[src/rtl/shift_pkg.sv]
package shift_pkg;

  typedef enum logic [2:0] {
    OP_LSL  = 3'b000,
    OP_LSR  = 3'b001,
    OP_ROL  = 3'b010,
    OP_ROR  = 3'b011,
    OP_ASL  = 3'b100,
    OP_ASR  = 3'b101,
    OP_RSV6 = 3'b110,
    OP_RSV7 = 3'b111
  } shift_op_t;

  typedef enum logic [1:0] {
    FILL_ZERO = 2'd0,
    FILL_WRAP = 2'd1,
    FILL_SIGN = 2'd2
  } fill_t;

  typedef struct packed {
    logic  regWe;
    logic  flagWe;
    logic  goLeft;
    fill_t fill;
    logic  takeOvf;
  } shift_ctrl_t;

endpackage

[src/rtl/shift_ctrl.sv]
module shift_ctrl
  import shift_pkg::*;
(
  input  logic        loadEn,
  input  logic [2:0]  opSel,
  output shift_ctrl_t strobes
);

  shift_op_t opCode;

  always_comb begin
    opCode          = shift_op_t'(opSel);
    strobes.regWe   = 1'b0;
    strobes.flagWe  = loadEn;
    strobes.goLeft  = 1'b0;
    strobes.fill    = FILL_ZERO;
    strobes.takeOvf = 1'b0;
    case (opCode)
      OP_LSL: begin
        strobes.regWe  = loadEn;
        strobes.goLeft = 1'b1;
      end
      OP_LSR: begin
        strobes.regWe  = loadEn;
      end
      OP_ROL: begin
        strobes.regWe  = loadEn;
        strobes.goLeft = 1'b1;
        strobes.fill   = FILL_WRAP;
      end
      OP_ROR: begin
        strobes.regWe  = loadEn;
        strobes.fill   = FILL_WRAP;
      end
      OP_ASL: begin
        strobes.regWe   = loadEn;
        strobes.goLeft  = 1'b1;
        strobes.takeOvf = 1'b1;
      end
      OP_ASR: begin
        strobes.regWe  = loadEn;
        strobes.fill   = FILL_SIGN;
      end
      default: begin
        strobes.regWe  = 1'b0;
      end
    endcase
  end

endmodule

[src/rtl/shift_datapath.sv]
module shift_datapath
  import shift_pkg::*;
#(
  parameter int WIDTH = 16
) (
  input  logic             clk,
  input  logic             rstN,
  input  shift_ctrl_t      strobes,
  input  logic [WIDTH-1:0] dataIn,
  output logic [WIDTH-1:0] regOut,
  output logic             ovfOut
);

  localparam int MSB = WIDTH - 1;

  logic             leftFill;
  logic             rightFill;
  logic [MSB:0]     leftVal;
  logic [MSB:0]     rightVal;
  logic [MSB:0]     nextVal;
  logic             ovfNext;
  logic [MSB:0]     resultQ;
  logic             flagQ;

  // Serial inputs at the two ends of the word
  always_comb begin
    leftFill = (strobes.fill == FILL_WRAP) ? dataIn[MSB] : 1'b0;
    case (strobes.fill)
      FILL_WRAP: rightFill = dataIn[0];
      FILL_SIGN: rightFill = dataIn[MSB];
      default:   rightFill = 1'b0;
    endcase
  end

  // Per-bit neighbour selection
  for (genvar i = 0; i < WIDTH; i++) begin : g_bit
    if (i == 0) begin : g_lsb
      assign leftVal[i]  = leftFill;
      assign rightVal[i] = dataIn[i+1];
    end else if (i == MSB) begin : g_msb
      assign leftVal[i]  = dataIn[i-1];
      assign rightVal[i] = rightFill;
    end else begin : g_mid
      assign leftVal[i]  = dataIn[i-1];
      assign rightVal[i] = dataIn[i+1];
    end
  end

  assign nextVal = strobes.goLeft ? leftVal : rightVal;
  assign ovfNext = strobes.takeOvf & (dataIn[MSB] ^ dataIn[MSB-1]);

  always_ff @(posedge clk or negedge rstN) begin
    if (!rstN) begin
      resultQ <= '0;
      flagQ   <= 1'b0;
    end else begin
      if (strobes.regWe)  resultQ <= nextVal;
      if (strobes.flagWe) flagQ   <= ovfNext;
    end
  end

  assign regOut = resultQ;
  assign ovfOut = flagQ;

endmodule

[src/rtl/shift_unit.sv]
module shift_unit
  import shift_pkg::*;
#(
  parameter int WIDTH = 16
) (
  input  logic             clk,
  input  logic             rstN,
  input  logic             loadEn,
  input  logic [2:0]       opSel,
  input  logic [WIDTH-1:0] dataIn,
  output logic [WIDTH-1:0] regOut,
  output logic             ovfOut
);

  shift_ctrl_t strobes;

  shift_ctrl u_ctrl (
    .loadEn  (loadEn),
    .opSel   (opSel),
    .strobes (strobes)
  );

  shift_datapath #(.WIDTH(WIDTH)) u_dp (
    .clk     (clk),
    .rstN    (rstN),
    .strobes (strobes),
    .dataIn  (dataIn),
    .regOut  (regOut),
    .ovfOut  (ovfOut)
  );

endmodule

[config.mk]
export PLATFORM = sky130hd
export DESIGN_NAME = shift_unit
export DESIGN_NICKNAME = d
export VERILOG_FILES = /design/src/rtl/shift_pkg.sv /design/src/rtl/shift_ctrl.sv /design/src/rtl/shift_datapath.sv /design/src/rtl/shift_unit.sv
export SDC_FILE = /design/constraint.sdc
export NUM_CORES = 1
export LEC_CHECK = 0
export BUFFER_PORTS_ARGS = -buffer_cell sky130_fd_sc_hd__buf_2
export CAP_MARGIN = 15
export CORE_AREA = 3 3 55 57
export CTS_CLUSTER_SIZE = 16
export DETAILED_ROUTE_END_ITERATION = 8
export DIE_AREA = 0 0 58 60
export PLACE_DENSITY = 0.6
export SETUP_SLACK_MARGIN = 0.1
export SKIP_LAST_GASP = 1
export SYNTH_ARGS = -nofsm -noshare
export SYNTH_HDL_FRONTEND = slang
export SYNTH_SLANG_ARGS = --single-unit
[constraint.sdc]
create_clock -name clk -period 0.8 [get_ports clk]
set_input_delay 0.16 -clock clk [delete_from_list [all_inputs] [get_ports clk]]
set_output_delay 0.16 -clock clk [all_outputs]
set_load 0.01 [all_outputs]
==> metrics <==
Leak 0.725 nW; worst slack at placement -518 ps; Final Power 2.34 mW; cell area power density 1570 nW/µm²; switching power 721 µW; initial antenna violation count 0; final setup vio count 18; FILL cells 221; placed cells 159; YS warnings 0; first-pass GRT wire length 4320 µm; Die Wd 58 µm; Via density 5.06; Fin Hold WS 181 ps; hold path depth 3; Std-Cell Rows 18; GRT Total Usage 16.3%; #FFs+latches synth 17; Root Buffer clkbuf_4; R2R cell count 2; Gate power share 36.3%; syn_nets 108; RSZ-0062 raised after global routing true; final worst slack -202 ps; final critical-path required period 1000 ps; routability cong. 0.722; number of diodes 0; Synth Instances 84; Net Sw Frac 30.8%; largest net degree at the start of global routing 18; area of the core 2520 µm²; startpoint types flip-flop; Flop pwr share 43.8%; CP max stage delay 410 ps; DRT Pass-1 Iters 2; r2r setup slk -90 ps; clock insertion delay at the later pin of the skew report 290 ps; worst-path maximum fanout 2; CTS Sinks 17; DP Area 1140 µm²; reg2reg start u_dp.regOut[15]; FMAX 0.998 GHz; max-cap violation count 0; clk_skew 0 ps; vias 910; Worst Hold Class in -> reg; Die H 60 µm; most common cell after layout, fill and taps aside buf_2; Num CTS Buffers 3; initial core utilization 33.8%; crit-path leading delay family flip-flops; outcome finished, violations left; die area 3480 µm²; CTS tree yes; Final #Nets 175; Detailed Route WL 2610 µm; post-synthesis sequential area ratio 49.9%; most frequent cells in the layout buf_2 (36), buf_4 (18), dfrtp_1 (17), o21ai_1 (13), nand2_1 (11); actual slew at the worst max-slew pin 394 ps; fraction of layout cells with a size suffix above 1 63.3%; critical path required time 640 ps; failing checks setup timing; final hold violations 0; VDD IR max 1.66 mV; Routed Antenna Nets 0; drt wl/cell 14.5 µm; crit-path cells buf_2; Levels on crit path 1; critical path arrival 840 ps; max-slew violations 0; CP Capture Type output port; WS Path Type reg -> out; Reg2Reg Capture Point u_dp.regOut[15]; library cells used by synthesis 23; Area Growth Syn to Fin 74.9%; Tcrit/Tclk final 125%; DRC viols 0; worst setup path end regOut[15]; Max H-tree Level 1; slowest cell on the critical path dfrtp_1; vias in the first global route 952; fin area 1490 µm²; Worst Setup SP u_dp.regOut[15]; Worst slew margin 73.7%; top-level I/O count 39; post-detail-place hpwl 1690 µm; Reg clk slew, reported paths 100 ps; Critical path buffers and inverters 1; clock buffer depth 2; PortBufs 38; Internal Power 1.62 mW; Syn Std Cell Area 853 µm²; Detailed Route Iter0 Violations 10; Non-Filler Instances 180; GRT overflow 0; Synth Area per Inst 10.2 µm²; clock power share 19.9%
metrics by stage:
step                setup TNS (ps)  utilization [%]
floorplan                    -1210                -
global placement             -4970             45.1
detailed placement           -5340             45.1
CTS                          -3280             53.9
global route                 -3980             59.2
finish                       -3130             59.2
state kept, by name, summed over array words and instances (netlist names):
signal and flops:
u_dp.ovfOut 1, u_dp.regOut 16
worst min path at each step:
stage / from / to / slack [ps]
after floorplan: rstN / u_dp.ovfOut / -140
after global placement: rstN / u_dp.regOut[6] / 100
after detailed placement: rstN / u_dp.regOut[4] / 110
after CTS: dataIn[6] / u_dp.regOut[5] / 170
after global routing: dataIn[10] / u_dp.regOut[9] / 190
final: dataIn[10] / u_dp.regOut[9] / 180
cells by family after synthesis:
group | share of synthesized area (%)
flip-flops | 49.9
AND/OR/NAND/NOR | 12.0
XOR/XNOR | 1.03
adder cells (fa/ha/maj) | 2.93
buffers and inverters | 6.60
multiplexers | 1.32
AO/OA/AOI/OAI | 26.2
area by class of cell:
class                   count  area (µm²)  share of cell area, %
repair buffers             67         480                   32.2
clock buffers               4        26.3                   1.76
flip-flops and latches     17         425                   28.5
multi-input cells          60         515                   34.5
inverters                   2        7.51                  0.503
well taps                  30        37.5                   2.51
cells in the mapped netlist:
| cell type | count | area share (%) |
|---|---|---|
| a211o_1 | 1 | 1.0 |
| buf_2 | 3 | 1.8 |
| ha_1 | 2 | 2.9 |
| buf_6 | 3 | 4.0 |
| o31ai_2 | 1 | 1.5 |
| nand2_1 | 15 | 6.6 |
| nand3b_1 | 1 | 0.88 |
| nor4_2 | 1 | 1.5 |
| mux2_2 | 1 | 1.3 |
| o21ai_0 | 4 | 2.3 |
| a21bo_4 | 1 | 1.9 |
| o21ai_1 | 10 | 5.9 |
| inv_1 | 2 | 0.88 |
| nor2b_1 | 1 | 0.73 |
| dfrtp_1 | 17 | 50 |
| a22oi_1 | 1 | 0.88 |
| nor4b_1 | 1 | 1.0 |
| xnor2_1 | 1 | 1.0 |
| o22ai_1 | 14 | 10 |
| nor3b_1 | 1 | 0.88 |
| nor2_1 | 1 | 0.44 |
| a21oi_4 | 1 | 1.9 |
| a21oi_1 | 1 | 0.59 |
timing repair:
item	CTS	global route
endpoints found under the hold margin	17	0
endpoints found under the setup margin	34	34
buffers inserted	9	11
gates cloned	2	0
pin swaps	17	16
hold buffers	1	0
resized for setup	23	21
worst register-to-register path, cell delays in order, from the launching register on:
cell     delay, ps
dfrtp_1        410
buf_4          140
a211o_1        240
routing by layer:
metal | part of all wire [%] | wire, µm | GRT usage, % | vias up
met3 | 6.4 | 167 | 5.40 | 2
met1 | 41 | 1080 | 19.3 | 443
li1 | - | - | - | 440
met4 | 0.54 | 14 | 2.98 | 0
met2 | 52 | 1350 | 28.9 | 25
met5 | 0 | 0 | 0 | -
power by group through the flow:
stage | sequential, mW | clock (mW) | combinational, mW
after floorplan | 1.10 | 0 | 0.250
after global placement | 1.04 | 0 | 0.554
after CTS | 1.02 | 0.486 | 0.722
after detailed placement | 1.04 | 0 | 0.567
final | 1.03 | 0.466 | 0.852
after global routing | 1.04 | 0.532 | 0.930
(Power assumes the default switching activity.)
